===== src/rtl/qdac_pkg.sv =====
package qdac_pkg;
  localparam int DATA_W  = 8;
  localparam int ADDR_W  = 2;
  localparam int CTL_W   = 2;
  localparam int FRAME_W = ADDR_W + CTL_W + DATA_W;

  typedef enum logic [CTL_W-1:0] {
    CTL_SPECIAL = 2'b00,
    CTL_STAGE   = 2'b01,
    CTL_XFER    = 2'b10,
    CTL_BOTH    = 2'b11
  } ctl_e;

  typedef struct packed {
    logic [ADDR_W-1:0] addr;
    ctl_e              ctl;
    logic [DATA_W-1:0] data;
  } cmd_t;
endpackage


===== src/rtl/qdac_sync.sv =====
module qdac_sync #(
  parameter int              WIDTH  = 4,
  parameter int              STAGES = 2,
  parameter logic [WIDTH-1:0] IDLE  = '0
) (
  input  logic             clk,
  input  logic             rst_n,
  input  logic [WIDTH-1:0] pin,
  output logic [WIDTH-1:0] level,
  output logic [WIDTH-1:0] rise,
  output logic [WIDTH-1:0] fall
);
  logic [STAGES-1:0][WIDTH-1:0] pipe;
  logic [WIDTH-1:0]             prev;

  always_ff @(posedge clk or negedge rst_n) begin
    if (!rst_n) begin
      pipe <= {STAGES{IDLE}};
      prev <= IDLE;
    end else begin
      pipe <= {pipe[STAGES-2:0], pin};
      prev <= pipe[STAGES-1];
    end
  end

  assign level = pipe[STAGES-1];

  for (genvar b = 0; b < WIDTH; b++) begin : g_edge
    assign rise[b] =  level[b] & ~prev[b];
    assign fall[b] = ~level[b] &  prev[b];
  end
endmodule


===== src/rtl/qdac_shift.sv =====
module qdac_shift #(
  parameter int FRAME = 12,
  localparam int CNT_W = $clog2(FRAME + 1)
) (
  input  logic             clk,
  input  logic             rst_n,
  input  logic             start,
  input  logic             shift,
  input  logic             fall_tick,
  input  logic             bit_in,
  input  logic             mode_rise,
  output logic [FRAME-1:0] word,
  output logic             full,
  output logic             thru
);
  logic [CNT_W-1:0] cnt;

  always_ff @(posedge clk or negedge rst_n) begin
    if (!rst_n) begin
      word <= '0;
      cnt  <= '0;
      thru <= 1'b0;
    end else begin
      if (shift) word <= {word[FRAME-2:0], bit_in};
      if (start)
        cnt <= shift ? CNT_W'(1) : '0;
      else if (shift && cnt != CNT_W'(FRAME))
        cnt <= cnt + CNT_W'(1);
      if ((mode_rise && shift) || (!mode_rise && fall_tick))
        thru <= word[FRAME-1];
    end
  end

  assign full = (cnt == CNT_W'(FRAME));
endmodule


===== src/rtl/qdac_regs.sv =====
module qdac_regs
  import qdac_pkg::*;
#(
  parameter int NCH = 4,
  localparam int FLAT_W = NCH * DATA_W
) (
  input  logic              clk,
  input  logic              rst_n,
  input  logic              exec,
  input  cmd_t              cmd,
  input  logic              load_act,
  output logic [FLAT_W-1:0] in_flat,
  output logic [FLAT_W-1:0] out_flat,
  output logic              mode_rise
);
  logic [NCH-1:0][DATA_W-1:0] in_q, in_nxt, out_q, out_nxt;
  logic mode_nxt;

  always_comb begin
    in_nxt   = in_q;
    out_nxt  = out_q;
    mode_nxt = mode_rise;
    if (exec) begin
      unique case (cmd.ctl)
        CTL_STAGE: in_nxt[cmd.addr] = cmd.data;
        CTL_BOTH: begin
          in_nxt[cmd.addr]  = cmd.data;
          out_nxt[cmd.addr] = cmd.data;
        end
        CTL_SPECIAL: begin
          if (!cmd.addr[0]) begin
            for (int c = 0; c < NCH; c++) begin
              in_nxt[c]  = cmd.data;
              out_nxt[c] = cmd.data;
            end
          end
        end
        CTL_XFER: begin
          if (cmd.addr[1]) mode_nxt = cmd.addr[0];
          out_nxt = in_q;
        end
        default: ;
      endcase
    end
    if (load_act) out_nxt = in_nxt;
  end

  always_ff @(posedge clk or negedge rst_n) begin
    if (!rst_n) begin
      in_q      <= '0;
      out_q     <= '0;
      mode_rise <= 1'b1;
    end else begin
      in_q      <= in_nxt;
      out_q     <= out_nxt;
      mode_rise <= mode_nxt;
    end
  end

  assign in_flat  = in_q;
  assign out_flat = out_q;
endmodule


===== src/rtl/qdac_cmd_if.sv =====
module qdac_cmd_if
  import qdac_pkg::*;
#(
  parameter int SYNC_STAGES = 2
) (
  input  logic        clk,
  input  logic        rst_n,
  input  logic        link_sel_n,
  input  logic        link_clk,
  input  logic        link_data,
  input  logic        apply_n,
  output logic        link_thru,
  output logic [31:0] chan_q
);
  localparam int NCH = 4;
  localparam int PIN_N = 4;
  localparam int P_CLK = 0, P_SEL = 1, P_DAT = 2, P_APL = 3;

  logic [PIN_N-1:0] pins, lvl, rise, fall;
  logic [FRAME_W-1:0] cmd_word;
  logic [NCH*DATA_W-1:0] in_flat;
  logic sel_act, shift, fall_tick, full, exec_stb, load_act, mode_rise;

  assign pins = {apply_n, link_data, link_sel_n, link_clk};

  qdac_sync #(.WIDTH(PIN_N), .STAGES(SYNC_STAGES), .IDLE(4'b1010)) u_sync (
    .clk(clk), .rst_n(rst_n), .pin(pins),
    .level(lvl), .rise(rise), .fall(fall)
  );

  assign sel_act   = ~lvl[P_SEL];
  assign shift     = rise[P_CLK] & sel_act;
  assign fall_tick = fall[P_CLK] & sel_act;
  assign load_act  = ~lvl[P_APL];

  qdac_shift #(.FRAME(FRAME_W)) u_shift (
    .clk(clk), .rst_n(rst_n), .start(fall[P_SEL]), .shift(shift),
    .fall_tick(fall_tick), .bit_in(lvl[P_DAT]), .mode_rise(mode_rise),
    .word(cmd_word), .full(full), .thru(link_thru)
  );

  assign exec_stb = rise[P_SEL] & full;

  qdac_regs #(.NCH(NCH)) u_regs (
    .clk(clk), .rst_n(rst_n), .exec(exec_stb), .cmd(cmd_t'(cmd_word)),
    .load_act(load_act), .in_flat(in_flat), .out_flat(chan_q),
    .mode_rise(mode_rise)
  );

  logic unused_edges;
  assign unused_edges = ^{rise[P_DAT], fall[P_DAT], rise[P_APL], fall[P_APL]};
endmodule


===== config.mk =====
export PLATFORM = sky130hd
export DESIGN_NAME = qdac_cmd_if
export DESIGN_NICKNAME = d
export VERILOG_FILES = /design/src/rtl/qdac_pkg.sv /design/src/rtl/qdac_sync.sv /design/src/rtl/qdac_shift.sv /design/src/rtl/qdac_regs.sv /design/src/rtl/qdac_cmd_if.sv
export SDC_FILE = /design/constraint.sdc
export NUM_CORES = 1
export LEC_CHECK = 0
export CORE_ASPECT_RATIO = 0.7
export CORE_MARGIN = 5
export CORE_UTILIZATION = 52
export DETAILED_ROUTE_END_ITERATION = 8
export PLACE_DENSITY = 0.76
export RECOVER_POWER = 25
export SLEW_MARGIN = 20
export SYNTH_ARGS = -nofsm -noshare
export SYNTH_HDL_FRONTEND = slang
export SYNTH_SLANG_ARGS = --single-unit

===== constraint.sdc =====
create_clock -name clk -period 2.01 [get_ports clk]
set_input_delay 0.3015 -clock clk [delete_from_list [all_inputs] [get_ports clk]]
set_output_delay 0.3015 -clock clk [all_outputs]
set_load 0.05 [all_outputs]

== After elaboration in Yosys (flattened, before gate mapping) ==
Cells that the tools add are included.

* $add $sub $neg: 1
* $lt $le $gt $ge: 2
* Eq/ne operators: 8
* Mux-type cells: 14
* Bitwise operators: 11
* Reduce and logical (&&, ||, !) cells: 11

{| class="wikitable"
|+ Operators by type and width
! operator !! count
|-
| $mux W32 || 5
|-
| $pmux W32 S3 || 1
|-
| $bwmux W32 || 2
|-
| $pmux W32 S2 || 1
|-
| $demux W8 S2 || 1
|-
| $mux W4 || 2
|-
| $mux W8 || 1
|-
| $and A1 B1 Y1 || 7
|-
| $reduce_and A3 Y1 || 2
|-
| $add A4 B1 Y4 const B || 1
|-
| $eq A2 B2 Y1 const B || 2
|-
| $eq A4 B4 Y1 const B || 1
|-
| $logic_and A1 B1 Y1 || 4
|-
| $ne A4 B1 Y1 const B || 1
|-
| $ne A4 B4 Y1 const B || 1
|-
| $not A1 Y1 || 4
|-
| $lt A2 B3 Y1 const B || 1
|-
| $ne A3 B3 Y1 const B || 1
|-
| $eq A2 B1 Y1 const B || 1
|-
| $ge A2 B1 Y1 const B || 1
|-
| $logic_not A2 Y1 || 1
|-
| $ne A2 B2 Y1 const B || 1
|-
| $reduce_bool A2 Y1 || 1
|-
| $reduce_or A2 Y1 || 1
|-
| other kinds (3) || 3
|}

* Flip-flop bits (word level): 92
* Output and inout port bits: 33

== Depth between registers and ports, before layout ==
* Depth in word-level cells: 8
* Mapped depth: 8
* Gate-level depth less buffers: 7

== Modules after synthesis ==
Synthesis repeated with hierarchy kept, for this count alone.

* Cell total of the unflattened synthesis: 442
* Area total of the unflattened synthesis: 4927.2 sq um

{| class="wikitable"
|+ By module, submodules not included
! module !! instances !! cells each !! area each (sq um)
|-
| qdac_regs || 1 || 362 || 3784.9
|-
| qdac_shift || 1 || 52 || 732.0
|-
| qdac_sync || 1 || 24 || 387.9
|-
| qdac_cmd_if || 1 || 4 || 22.5
|}

== Least setup slack after synthesis ==
No wires, ideal clock.

* Path type: reg2reg
* From: register u_shift.cnt[0]
* To: register u_regs.out_q (netlist bit u_regs.out_flat[5])
* Library setup time: 0.125 ns
* Data arrival time: 1.831 ns
* Slack: 0.054 ns
* Cell stages (with the launch flop): 9
* Buffers on the path: 1
* Path through: dfrtp_1 > inv_1 > ha_1 > nand3_2 > nor2_4 > and3_1 > buf_2 > mux2_2 > mux2_2

{| class="wikitable"
|+ RTL lines
! element !! line !! text
|-
| start, declared || qdac_shift.sv:16 || <nowiki>logic [CNT_W-1:0] cnt;</nowiki>
|-
| start signal, assigned || qdac_shift.sv:26 || <nowiki>cnt <= shift ? CNT_W'(1) : '0;</nowiki>
|-
| start signal, assigned || qdac_shift.sv:28 || <nowiki>cnt <= cnt + CNT_W'(1);</nowiki>
|-
| end signal, assigned || qdac_regs.sv:55 || <nowiki>out_q <= out_nxt;</nowiki>
|-
| end, declared || qdac_regs.sv:16 || <nowiki>logic [NCH-1:0][DATA_W-1:0] in_q, in_nxt, out_q, out_nxt;</nowiki>
|}

==> flow_summary.ini <==
[synth]
synth_cell_type_count = 42
synthMuxAreaShare_pct = 20.2
ys_top_cells_by_count = 86 x dfrtp_1, 72 x mux2_2, 35 x a21oi_1
synth_area_leader_cell = dfrtp_1
synth-compound-area-share_pct = 16.6
synthFlopType = dfrtp_1
synthDominantCellAreaShare_pct = 47.8
synth_xor_area_share_pct = 0.389
synth_area_per_cell_sq_um = 12.0
synthesis.instances = 374
syn_area_sq_um = 4500
synth_fa_ha_area_share_pct = 0.556
synth_edf_count = 0
synth_warnings = 0
synth_top_family_by_area = multiplexers
synth_nets = 382
yosys.area_share.simple_pct = 7.61
synth_most_common_cell = dfrtp_1
yosysSeqAreaShare_pct = 51.3
synth_area_leaders = dfrtp_1 48%, mux2_2 18%, a21oi_1 3.9%
synth-seq-cells = 92
synthArstFlopShare_pct = 100

[global_routing]
grt_util_all_layers_pct = 22.8
use_met2_pct = 33.7
use_met3_pct = 6.33
grt_first_pass_wirelength_um = 18500
grt_pass1_vias = 3402
grt_antenna_before_repair = 0
gr-total-overflow = 0
grt_max_degree = 48
grtUsageMet1_pct = 33.4
grt.busiest_layer = met2

[sta]
clock.fmax_mhz = 489
rsz0062_at_grt = true
whs_ps = 349
hold_viol = 0
relSlewSlack_pct = 20.6
setup_viol = 13
maxSlewViolCount = 0
fin_crit_sh_pct = 102
worst_slew_pin_slew_ps = 1190
period_minus_slack_ps = 2050
finalClockSkew_ps = 4.28
timing.final.ws_setup_ps = -35.7

[detailed_routing]
drc_errors = 0
postRouteAntennaNets = 0
drt_iter0_drc = 245
routedWlPerCell_um = 20.3
vias = 3320
vias_per_cell = 5.94
drtPass1Iterations = 5
drt_wl_total_um = 11400

[cts]
clkSinkCount = 92
clock_latency_ps = 350
clk_pin_slew_ps = 60
root_buffer = clkbuf_16
cts_tree = done
cts-htree-levels = 3
clockBufferDepth = 2
numCtsBuffers = 9

[power_and_ir_drop]
combPwrFrac_pct = 23.1
p_sw_share_pct = 32.0
leakagePower_nw = 2.56
p_per_area_nw_per_um2 = 888
seq_power_share_pct = 42.3
peakVddDrop_mv = 0.556
power_switching_mw = 1.62
total_power_mw = 5.07
p_int_mw = 3.44
power.clock.fraction_pct = 34.6

[worst_setup_path]
end_kind = flip-flop
startpoint_type = flip-flop
worstPathArrival_ps = 2280
crit_fanout = 8
cp.required_ps = 2240
critPathKind = flip-flop to flip-flop

[run]
drv_cap = 0

[placed_design]
place_area_sq_um = 5220
place_congestion = 0.934
io_buffers = 38
dpl.hpwl_um = 7800
place_ws_ps = -116

[floorplanning]
die_area_sq_um = 10700
fp.dieW_um = 121
initial_core_util_pct = 53.3
core_area_sq_um = 8440
ios = 39
rows = 28
die_y_um = 87.9

[cells_and_area]
drive_above_1_share_pct = 37.4
fin_util_pct = 67.6
fin_area_sq_um = 5700
nNetsFinal = 442
syn_to_final_growth_pct = 26.6
diodes = 0

[min_path]
hold_path.class = flip-flop to flip-flop

[outcome]
outcome = finished, violations left
violations = negative setup slack
timing repair:
item,in CTS,in global routing
endpoints found under the hold margin,19,0
hold buffers,1,0
pin swaps,2,2
setup endpoints to repair,30,31
gates resized for setup,8,25
setup buffers,1,3
final cells by class:
type	count	area [sq um]
Clock buffer	11	253
Fill cell	629	2740
Inverter	4	15.0
Sequential cell	92	2310
Clock inverter	5	58.8
Multi-Input combinational cell	251	2180
Timing Repair Buffer	76	732
Tap cell	120	150
metrics by stage:
step                std cells  setup TNS (ps)
floorplan                 374               0
global placement          538           -1070
detailed placement        538           -2360
CTS                       556           -2.71
global route              559           -2730
finish                    559            -179
cells by family after synthesis:
group | Yosys count
xor+xnor | 2
flops | 92
mux | 80
simple gates | 62
buf+inv | 31
fa+ha+maj | 2
compound gates | 105
power groups by stage:
stage	Combinational, mW	Clock (mW)	Sequential [mW]
2_1_floorplan	0.675	0	2.13
3_3_place_gp	1.07	0	2.15
3_5_place_dp	1.10	0	2.16
4_1_cts	1.13	1.77	2.13
5_1_grt	1.27	1.86	2.16
6_report	1.17	1.75	2.14
path summary, 6_finish.rpt:
check	from	to	slack [ps]	cells after the start
max	u_shift.cnt[1]$_DFFE_PN0P_	u_regs.out_flat[6]$_DFFE_PN0P_	-40	8
max in group asynchronous	rst_n	u_sync.pipe[1]$_DFF_PN1_	260	3
min	u_sync.pipe[2]$_DFF_PN0_	u_sync.level[2]$_DFF_PN0_	350	0
max reg2reg	u_shift.cnt[1]$_DFFE_PN0P_	u_regs.out_flat[6]$_DFFE_PN0P_	-40	8
min in group asynchronous	rst_n	u_regs.out_flat[26]$_DFFE_PN0P_	720	2
min reg2reg	u_sync.pipe[2]$_DFF_PN0_	u_sync.level[2]$_DFF_PN0_	350	0
worst max-delay path, stage by stage (launching register included):
cell and delay (ps):
dfrtp_1 390, inv_2 80, ha_4 140, nand3_4 120
nor2_4 230, and3_4 230, buf_12 120, mux2_2 360
mux2_2 260
routing by layer:
metal  vias up  part of all wire, %
met4         0                  1.0
met3        11                  6.0
met5         -                    0
li1       1517                    -
met2       121                   44
met1      1671                   49
placed cells by master, fill, tap and decap left out, types with 3 or more instances in the layout:
| cell type | instances |
|---|---|
| dfrtp_1 | 84 |
| mux2_2 | 67 |
| a21oi_1 | 35 |
| clkdlybuf4s50_1 | 33 |
| buf_4 | 30 |
| nand2_1 | 22 |
| o22ai_1 | 16 |
| mux2_4 | 12 |
| nor2_1 | 10 |
| o221ai_1 | 10 |
| nor2b_1 | 9 |
| o21a_1 | 9 |
| clkbuf_16 | 9 |
| o21ai_0 | 8 |
| o221a_4 | 8 |
| o211ai_1 | 5 |
| dlygate4sd3_1 | 5 |
| buf_12 | 5 |
| dfstp_2 | 5 |
| a22oi_1 | 4 |
| a22o_1 | 4 |
| nand3_1 | 4 |
| nand2b_1 | 3 |
registers in the layout, summed over array words and instances, names as in the netlist:
name and count:
u_sync.pipe 4, u_regs.out_flat 32, u_shift.thru 1, u_shift.cnt 4, u_sync.level 4, u_shift.word 12, u_regs.mode_rise 1, u_regs.in_flat 32
u_sync.prev 2
Power figures use the tool's default switching activity.
